==> src/rtl/volpk_pkg.sv <==
package volpk_pkg;

    localparam real STEP_DB = 0.375;
    localparam int  REG_AW  = 3;

    localparam logic [REG_AW-1:0] A_VOL_L  = 3'd0;
    localparam logic [REG_AW-1:0] A_VOL_R  = 3'd1;
    localparam logic [REG_AW-1:0] A_MUTE   = 3'd2;
    localparam logic [REG_AW-1:0] A_PEAK_L = 3'd3;
    localparam logic [REG_AW-1:0] A_PEAK_R = 3'd4;

    typedef enum logic [1:0] {
        ST_IDLE  = 2'd0,
        ST_LEFT  = 2'd1,
        ST_RIGHT = 2'd2
    } seq_state_e;

    // Fixed-point gain for one volume code: 2^frac scaled, rounded to nearest.
    function automatic int gain_fix(int k, int frac);
        real g;
        g = (2.0 ** frac) * (10.0 ** (-(STEP_DB * k) / 20.0));
        return $rtoi(g + 0.5);
    endfunction

endpackage

==> src/rtl/volpk_gain_rom.sv <==
module volpk_gain_rom
    import volpk_pkg::*;
#(
    parameter int VW = 8,
    parameter int GW = 16
) (
    input  logic [VW-1:0] code,
    output logic [GW-1:0] gain
);
    localparam int STEPS = 1 << VW;

    logic [GW-1:0] tab [STEPS];

    for (genvar k = 0; k < STEPS; k++) begin : g_tab
        assign tab[k] = GW'(gain_fix(k, GW - 1));
    end

    assign gain = tab[code];

endmodule

==> src/rtl/volpk_scaler.sv <==
module volpk_scaler #(
    parameter int DW = 24,
    parameter int GW = 16
) (
    input  logic signed [DW-1:0] x,
    input  logic        [GW-1:0] gain,
    input  logic                 mute,
    output logic signed [DW-1:0] y
);
    localparam int PW = DW + GW + 1;
    localparam int SH = GW - 1;
    localparam logic signed [PW-1:0] HALF = {{(PW-SH){1'b0}}, 1'b1, {(SH-1){1'b0}}};
    localparam logic signed [PW-1:0] HI   = {{(PW-DW+1){1'b0}}, {(DW-1){1'b1}}};
    localparam logic signed [PW-1:0] LO   = {{(PW-DW+1){1'b1}}, {(DW-1){1'b0}}};

    logic signed [PW-1:0] prod;
    logic signed [PW-1:0] shr;
    logic signed [PW-1:0] sat;

    always_comb begin
        prod = $signed(PW'(x)) * $signed(PW'({1'b0, gain}));
        shr  = (prod + HALF) >>> SH;
        if (shr > HI) begin
            sat = HI;
        end else if (shr < LO) begin
            sat = LO;
        end else begin
            sat = shr;
        end
        y = mute ? '0 : sat[DW-1:0];
    end

endmodule

==> src/rtl/volpk_chan_meter.sv <==
module volpk_chan_meter #(
    parameter int DW   = 24,
    parameter int ZRUN = 1024
) (
    input  logic                 clk,
    input  logic                 rst_n,
    input  logic                 take,
    input  logic signed [DW-1:0] x,
    input  logic                 rd_clr,
    output logic        [DW-1:0] peak,
    output logic                 zero
);
    localparam int CW = $clog2(ZRUN + 1);
    localparam logic [DW-1:0] MOST_NEG = {1'b1, {(DW-1){1'b0}}};
    localparam logic [DW-1:0] MOST_POS = {1'b0, {(DW-1){1'b1}}};

    logic [DW-1:0] mag;
    logic [CW-1:0] run_q;

    always_comb begin
        if (x == MOST_NEG) begin
            mag = MOST_POS;
        end else if (x[DW-1]) begin
            mag = DW'(-x);
        end else begin
            mag = x;
        end
    end

    always_ff @(posedge clk or negedge rst_n) begin
        if (!rst_n) begin
            peak <= '0;
        end else if (rd_clr) begin
            peak <= take ? mag : '0;
        end else if (take && (mag > peak)) begin
            peak <= mag;
        end
    end

    always_ff @(posedge clk or negedge rst_n) begin
        if (!rst_n) begin
            run_q <= '0;
        end else if (take) begin
            if (x != '0) begin
                run_q <= '0;
            end else if (run_q != CW'(ZRUN)) begin
                run_q <= run_q + CW'(1);
            end
        end
    end

    assign zero = (run_q == CW'(ZRUN));

endmodule

==> src/rtl/stereo_vol_meter.sv <==
module stereo_vol_meter
    import volpk_pkg::*;
#(
    parameter int DW   = 24,
    parameter int GW   = 16,
    parameter int VW   = 8,
    parameter int ZRUN = 1024
) (
    input  logic                     clk,
    input  logic                     rst_n,
    input  logic                     in_valid,
    input  logic signed [DW-1:0]     in_l,
    input  logic signed [DW-1:0]     in_r,
    output logic                     out_valid,
    output logic signed [DW-1:0]     out_l,
    output logic signed [DW-1:0]     out_r,
    output logic                     zero_l,
    output logic                     zero_r,
    input  logic                     wr_en,
    input  logic [REG_AW-1:0]        wr_addr,
    input  logic [VW-1:0]            wr_data,
    input  logic                     rd_en,
    input  logic [REG_AW-1:0]        rd_addr,
    output logic [DW-1:0]            rd_data
);
    localparam int NCH = 2;

    seq_state_e state_q, state_d;

    logic [VW-1:0]        vol_l_q, vol_r_q;
    logic [NCH-1:0]       mute_q;
    logic signed [DW-1:0] smp_l_q, smp_r_q;
    logic                 take;

    logic                 on_right;
    logic signed [DW-1:0] mul_x;
    logic [VW-1:0]        mul_code;
    logic                 mul_mute;
    logic [GW-1:0]        mul_gain;
    logic signed [DW-1:0] scaled;

    logic signed [DW-1:0] ch_x    [NCH];
    logic [DW-1:0]        ch_peak [NCH];
    logic [NCH-1:0]       ch_clr;
    logic [NCH-1:0]       ch_zero;

    assign take = in_valid && (state_q == ST_IDLE);

    // Sequencer state register
    always_ff @(posedge clk or negedge rst_n) begin
        if (!rst_n) begin
            state_q <= ST_IDLE;
        end else begin
            state_q <= state_d;
        end
    end

    always_comb begin
        state_d = state_q;
        unique case (state_q)
            ST_IDLE:  if (in_valid) state_d = ST_LEFT;
            ST_LEFT:  state_d = ST_RIGHT;
            ST_RIGHT: state_d = ST_IDLE;
            default:  state_d = ST_IDLE;
        endcase
    end

    // Sample capture
    always_ff @(posedge clk or negedge rst_n) begin
        if (!rst_n) begin
            smp_l_q <= '0;
            smp_r_q <= '0;
        end else if (take) begin
            smp_l_q <= in_l;
            smp_r_q <= in_r;
        end
    end

    // Shared multiplier operand select
    always_comb begin
        on_right = (state_q == ST_RIGHT);
        mul_x    = on_right ? smp_r_q : smp_l_q;
        mul_code = on_right ? vol_r_q : vol_l_q;
        mul_mute = on_right ? mute_q[1] : mute_q[0];
    end

    volpk_gain_rom #(.VW(VW), .GW(GW)) u_rom (
        .code (mul_code),
        .gain (mul_gain)
    );

    volpk_scaler #(.DW(DW), .GW(GW)) u_scaler (
        .x    (mul_x),
        .gain (mul_gain),
        .mute (mul_mute),
        .y    (scaled)
    );

    // Output process
    always_ff @(posedge clk or negedge rst_n) begin
        if (!rst_n) begin
            out_l     <= '0;
            out_r     <= '0;
            out_valid <= 1'b0;
        end else begin
            out_valid <= 1'b0;
            unique case (state_q)
                ST_IDLE:  ;
                ST_LEFT:  out_l <= scaled;
                ST_RIGHT: begin
                    out_r     <= scaled;
                    out_valid <= 1'b1;
                end
                default:  ;
            endcase
        end
    end

    // Per-channel meters
    assign ch_x[0]   = in_l;
    assign ch_x[1]   = in_r;
    assign ch_clr[0] = rd_en && (rd_addr == A_PEAK_L);
    assign ch_clr[1] = rd_en && (rd_addr == A_PEAK_R);

    for (genvar c = 0; c < NCH; c++) begin : g_meter
        volpk_chan_meter #(.DW(DW), .ZRUN(ZRUN)) u_meter (
            .clk    (clk),
            .rst_n  (rst_n),
            .take   (take),
            .x      (ch_x[c]),
            .rd_clr (ch_clr[c]),
            .peak   (ch_peak[c]),
            .zero   (ch_zero[c])
        );
    end

    assign zero_l = ch_zero[0];
    assign zero_r = ch_zero[1];

    // Register writes
    always_ff @(posedge clk or negedge rst_n) begin
        if (!rst_n) begin
            vol_l_q <= '0;
            vol_r_q <= '0;
            mute_q  <= '1;
        end else if (wr_en) begin
            case (wr_addr)
                A_VOL_L: vol_l_q <= wr_data;
                A_VOL_R: vol_r_q <= wr_data;
                A_MUTE:  mute_q  <= wr_data[NCH-1:0];
                default: ;
            endcase
        end
    end

    // Register reads
    always_ff @(posedge clk or negedge rst_n) begin
        if (!rst_n) begin
            rd_data <= '0;
        end else if (rd_en) begin
            case (rd_addr)
                A_VOL_L:  rd_data <= DW'(vol_l_q);
                A_VOL_R:  rd_data <= DW'(vol_r_q);
                A_MUTE:   rd_data <= DW'(mute_q);
                A_PEAK_L: rd_data <= ch_peak[0];
                A_PEAK_R: rd_data <= ch_peak[1];
                default:  rd_data <= '0;
            endcase
        end
    end

endmodule

==> config.mk <==
export PLATFORM = sky130hd
export DESIGN_NAME = stereo_vol_meter
export DESIGN_NICKNAME = d
export VERILOG_FILES = /design/src/rtl/volpk_pkg.sv /design/src/rtl/volpk_gain_rom.sv /design/src/rtl/volpk_scaler.sv /design/src/rtl/volpk_chan_meter.sv /design/src/rtl/stereo_vol_meter.sv
export SDC_FILE = /design/constraint.sdc
export NUM_CORES = 2
export LEC_CHECK = 0
export ABC_AREA = 1
export BUFFER_PORTS_ARGS = -buffer_cell sky130_fd_sc_hd__buf_2
export CAP_MARGIN = 20
export CORE_ASPECT_RATIO = 0.6
export CORE_MARGIN = 2
export CORE_UTILIZATION = 64
export DETAILED_ROUTE_END_ITERATION = 8
export HOLD_SLACK_MARGIN = 0.12
export PLACE_DENSITY = 0.92
export SLEW_MARGIN = 20
export SYNTH_ARGS = -nofsm -noshare
export SYNTH_HDL_FRONTEND = slang
export SYNTH_SLANG_ARGS = --single-unit
==> constraint.sdc <==
create_clock -name clk -period 9.1 [get_ports clk]
set_input_delay 0.455 -clock clk [delete_from_list [all_inputs] [get_ports clk]]
set_output_delay 0.455 -clock clk [all_outputs]
set_load 0.01 [all_outputs]
Word-level counts from Yosys, hierarchy flattened

Memory sizes are Yosys's and may differ from the RTL's.
Cells that the tools add are included.

Magnitude comparators: 5
$add $sub $neg: 5
Bitwise gates (word level): 1
Equal/unequal tests: 15
Reductions and logical operators: 19
Multiply operators: 1
Multiplexer cells: 26

Operator list:

| cell                   | number |
|---|---|
| $mux 24                | 14 |
| $pmux 24 s5            | 1 |
| $eq 24x24->1 const B   | 2 |
| $gt 24x24->1           | 2 |
| $neg 24->24            | 2 |
| $reduce_bool 24->1     | 2 |
| $mux 11                | 4 |
| $add 41x16->41 const B | 1 |
| $mul 24x17->41         | 1 |
| $mux 16                | 2 |
| $gt 26x24->1 const B   | 1 |
| $lt 26x24->1 const B   | 1 |
| $add 11x1->11 const B  | 2 |
| $eq 11x11->1 const B   | 2 |
| $ne 11x11->1 const B   | 2 |
| $reduce_and 2->1       | 5 |
| $eq 3x2->1 const B     | 3 |
| $ge 9x9->1 const B     | 1 |
| $not 8->9              | 1 |
| $mux 8                 | 1 |
| $reduce_bool 2->1      | 4 |
| $eq 3x1->1 const B     | 2 |
| $logic_not 3->1        | 2 |
| $logic_and 1x1->1      | 5 |
| 8 further kinds        | 9 |

Logic and storage cells: 87
Bits in registers: 211
Output and inout port bits: 75
Bits in read-only memories: 4096
Input bits: 67
Memories kept: 1

Memory list:

| name             | words | width | rd ports | clocked after Yosys merged registers in | write ports | line                 | text |
|---|---|---|---|---|---|---|---|
| (name not given) | 256   | 16    | 1        | 0                                       | 0           | volpk_gain_rom.sv:18 | `assign gain = tab[code];` |

Longest topological paths before layout

Depth in word-level cells: 12
Gate-level depth with buffers: 48

By module

From an unflattened synthesis, not the netlist that was laid out.

Cells, all modules: 4604
Area, all modules: 31522.7 um^2

Modules (own cells, without submodules):

| module           | cells each | area an instance (um^2) | instances | seq. area each (um^2) |
|---|---|---|---|---|
| volpk_scaler     | 2250       | 16091.7                 | 1         | 0.0 |
| volpk_chan_meter | 511        | 3290.7                  | 2         | 875.8 |
| stereo_vol_meter | 789        | 6277.3                  | 1         | 3530.9 |
| volpk_gain_rom   | 543        | 2572.5                  | 1         | 0.0 |

Least setup slack after synthesis

OpenSTA, ideal clock, no wires.

Path kind: register to register
Start: register state_q[0]
End: register out_l[10]
Cell stages (with the launch flop): 43
Setup time: 0.117 ns
Path buffers: 3
Arrival time: 7.710 ns
Clock period less this slack: 7.827 ns
Path slack: 1.273 ns
Cells stage by stage: dfrtp_1 > inv_2 > nand2_2 > buf_6 > nand2_1 > nand2_2 > ha_1 > nand2_1 > inv_1 > o32ai_1 > nand2_1 > o221ai_1 > o221ai_1 > o2111ai_1 > nand2_1 > inv_1 > clkbuf_1 > nor2_1 > [7 not listed] > inv_1 > fa_1 > inv_1 > ha_1 > a21oi_1 > inv_1 > a31oi_1 > o21ai_0 > inv_1 > o21ai_0 > a221oi_1 > nand3_1 > nand2_2 > o21bai_4 > buf_4 > nand2_1 > nand2_1 > nand2_1

Longest elaborated chain between the ends: 12
Elaborated cells on any way between the ends: 16
Those cells by class: add/sub: 1; mul: 1; order compare: 2; eq/ne: 2; mux: 8; bitwise: 1; memory: 1

Ends and longest elaborated chain:

| what                                       | line                    | text |
|---|---|---|
| start: declaration                         | stereo_vol_meter.sv:28  | `seq_state_e state_q, state_d;` |
| start signal: assignment                   | stereo_vol_meter.sv:54  | `state_q <= state_d;` |
| $eq 2x2->1                                 | stereo_vol_meter.sv:81  | `on_right = (state_q == ST_RIGHT);` |
| $mux 8                                     | stereo_vol_meter.sv:83  | `mul_code = on_right ? vol_r_q : vol_l_q;` |
| $not 8->9 (implied by the code)            | volpk_gain_rom.sv:18    |  |
| $mem_v2 256x16                             | -                       |  |
| $mux 16 (implied by the code) (2 in a row) | volpk_gain_rom.sv:18    |  |
| $mul 24x17->41                             | volpk_scaler.sv:21      | `prod = $signed(PW'(x)) * $signed(PW'({1'b0, gain}));` |
| $add 41x16->41                             | volpk_scaler.sv:22      | `shr = (prod + HALF) >>> SH;` |
| $lt 26x24->1                               | volpk_scaler.sv:25      | `end else if (shr < LO) begin` |
| $mux 24                                    | volpk_scaler.sv:25      |  |
| $mux 24                                    | volpk_scaler.sv:23      | `if (shr > HI) begin` |
| $mux 24                                    | volpk_scaler.sv:30      | `y = mute ? '0 : sat[DW-1:0];` |
| end signal: assignment                     | stereo_vol_meter.sv:109 | `ST_LEFT: out_l <= scaled;` |
| end: declaration                           | stereo_vol_meter.sv:15  | `output logic signed [DW-1:0] out_l,` |

Several ways; a longest one is shown, not always the timed one. The select of a mux whose other input is x is not followed.
A chain may end at the register's enable or synchronous reset.

Worst setup path after layout

Start: register state_q[0]
End: register out_l[8]

Same word-level chain as after synthesis.

==> flow_metrics.py <==
metrics = {
    "placement": {
        "portBuffers": 141,
        "dp_cells": 4643,
        "hpwlAfterDp_um": 81500,
        "gp_congestion": 1.07,
        "place_area_um2": 31100,
    },
    "sta": {
        "slew_headroom": 0.345,
        "post-route-period-util": 0.972,
        "worst_pin_slew_ns": 0.981,
        "period_needed_ns": 8.85,
        "tns_ns": 0,
        "skew_ns": 0.0113,
        "setup_violations": 0,
        "drv_slew": 0,
        "hold_ws_ns": 0.175,
        "hold_violations": 0,
        "timing.fmax_ghz": 0.113,
    },
    "hold_path": {
        "hp-class": "in2reg",
    },
    "die": {
        "row_count": 59,
        "die_h_um": 167,
        "die_x_um": 276,
        "core_um2": 43600,
        "die_area_um2": 46200,
        "io_pins": 142,
        "initial_core_util": 0.653,
    },
    "critical_path": {
        "cpPeakStageDelay_ns": 0.55,
        "critPathCaptureType": "flip-flop",
        "cpMaxStageDelayCell": "fa_1",
        "crit_fanout": 23,
        "crit_type": "reg2reg",
        "critical_path_arrival_ns": 9.27,
        "critPathLaunchType": "flip-flop",
        "worst-endpoint-required_ns": 9.52,
        "crit_path_frequent_cell": "nand2_1",
    },
    "synth": {
        "yosysMostFrequentCell": "nand2_1",
        "synth_ff_type": "dfrtp_1",
        "synth-edff-count": 0,
        "synth-compound-area-share": 0.0991,
        "muxShareOfSynthArea": 0,
        "syn_nets": 4458,
        "synth_top_family_by_area": "adder cells",
        "yosysTopAreaCellShare": 0.265,
        "yosysTopAreaCell": "fa_1",
        "synth-simple-area-share": 0.220,
        "ys_top_cells_by_count": "nand2_1, inv_1, nor2_1",
        "synthAdderAreaFrac": 0.347,
        "yosysUniqueCellTypes": 53,
        "syn_inst": 3828,
        "synth_area_leaders": "fa_1, dfrtp_1, nand2_1",
        "yosysWarningCount": 0,
        "yosysSeqAreaShare": 0.186,
        "syn_area_per_cell_um2": 7.43,
        "synth_seq_cells": 211,
        "yosys.area_share.xor_xnor": 0.0166,
        "async_flop_share": 1.00,
        "synthesis.area_um2": 28400,
    },
    "finish": {
        "fin_nets": 4720,
        "drive_gt1_frac": 0.119,
        "syn_to_final_growth_pct": 12.9,
        "fin_area_um2": 32100,
        "final_cells": 4686,
    },
    "route": {
        "drt-vias-per-instance": 6.00,
        "vias": 28100,
        "routedWlPerCell_um": 21.1,
        "wl_um": 99100,
        "dr_wl_met3_um": 17900,
        "drc": 0,
        "met2WireLength_um": 38400,
        "dr.pass1.iters": 6,
        "m1WireLength_um": 39900,
        "drt_iter0_markers": 4238,
        "ant_nets": 0,
        "top_layer": "met5",
    },
    "cts": {
        "clkLatencyLatePin_ns": 0.55,
        "clk_path_buf_depth": 3,
        "path_clk_slew_ns": 0.07,
        "htree_num_levels": 1,
        "cts_tree": "built",
        "cts_sinks": 211,
        "numCtsBuffers": 21,
        "root_buffer": "clkbuf_16",
    },
    "grt": {
        "grt_max_degree": 75,
        "grt_pass1_wl_um": 155000,
        "grt_antenna_before_repair": 2,
        "grt_pass1_vias": 27700,
        "grt_usage": 0.435,
        "gr-total-overflow": 0,
    },
    "job": {
        "cap_violations": 0,
    },
    "status": {
        "outcome": "finished, final reports clean",
    },
}
cell families after synthesis:
kind of cell | after synthesis
AO/OA/AOI/OAI | 496
XOR/XNOR | 54
adder cells (fa/ha/maj) | 563
buffers and inverters | 971
flip-flops | 211
AND/OR/NAND/NOR | 1533
path summary, 6_finish.rpt:
kind / start / endpoint / slack [ns] / depth (start not counted)
worst max-delay path: state_q[0] / out_l[8] / 0.25 / 43
worst min-delay path: wr_data[5] / vol_r_q[5] / 0.18 / 3
worst max register to register: state_q[0] / out_l[8] / 0.25 / 43
worst min register to register: out_r[10] / out_r[10] / 0.48 / 2
max in group asynchronous: rst_n / g_meter[1].u_meter.peak[10] / 6.30 / 4
min in group asynchronous: rst_n / out_l[0] / 0.46 / 2
what timing repair did:
action                                  in CTS  in global routing
gates resized for setup                      0                 56
setup buffers                                0                  2
endpoints found under the setup margin       0                 48
hold buffers                                 1                  0
endpoints found under the hold margin       65                  0
area by class of cell:
cell class	instances	area [um2]
well taps	579	724
fillers	3258	11500
clock inverters	9	151
multi-input cells	2646	19600
flip-flops and latches	211	5280
inverters	847	3190
clock buffers	28	592
diodes	3	7.51
repair buffers	363	2530
worst max-delay path, delay by kind of cell, from the launching register on:
family / cells / cell delay [ns]
AOI/OAI and AO/OA: 7 / 1.35
adders and majority gates: 7 / 3.43
buffers and inverters: 13 / 1.69
DFF: 1 / 0.39
and+or+nand+nor: 16 / 1.85
stage by stage:
| step | utilization | setup WS (ns) |
|---|---|---|
| 2_1_floorplan | - | 1.27 |
| 5_1_grt | 0.737 | -0.0279 |
| 3_5_place_dp | 0.715 | 0.273 |
| 3_3_place_gp | 0.715 | 0.412 |
| 6_report | 0.737 | 0.253 |
| 4_1_cts | 0.732 | 0.226 |
routing by layer:
layer  GRT usage  up-vias
met2       0.589     2138
met3       0.198      236
met5      0.0410        -
met4      0.0908        6
li1            -    12200
met1       0.632    13500
sequential cells by signal, summed over array words and instances, names as in the netlist, 2 cells and up:
signal,cells
g_meter.u_meter.peak,48
g_meter.u_meter.run_q,22
mute_q,2
out_l,24
out_r,24
rd_data,24
smp_l_q,24
smp_r_q,24
state_q,2
vol_l_q,8
vol_r_q,8
cells in the final DEF, fill, tap and decap left out, drive strengths merged, types with 10 or more instances in the layout:
cell type | netlist | layout
buf | 39 | 362
inv | 833 | 831
nand3 | 156 | 156
a21oi | 129 | 129
nand2 | 849 | 849
nor2 | 428 | 428
nand4 | 24 | 24
fa | 376 | 376
xnor2 | 10 | 10
o22ai | 33 | 33
o211ai | 15 | 15
o221ai | 10 | 10
xor2 | 44 | 44
clkbuf | 85 | 28
a31oi | 23 | 23
o21ai | 239 | 239
dfrtp | 209 | 209
nor3 | 43 | 43
clkinv | 14 | 17
ha | 187 | 187
nor4 | 12 | 12
Power is not shown: default switching activity piles up to over one toggle a cycle in this logic, so the estimate is an artifact.
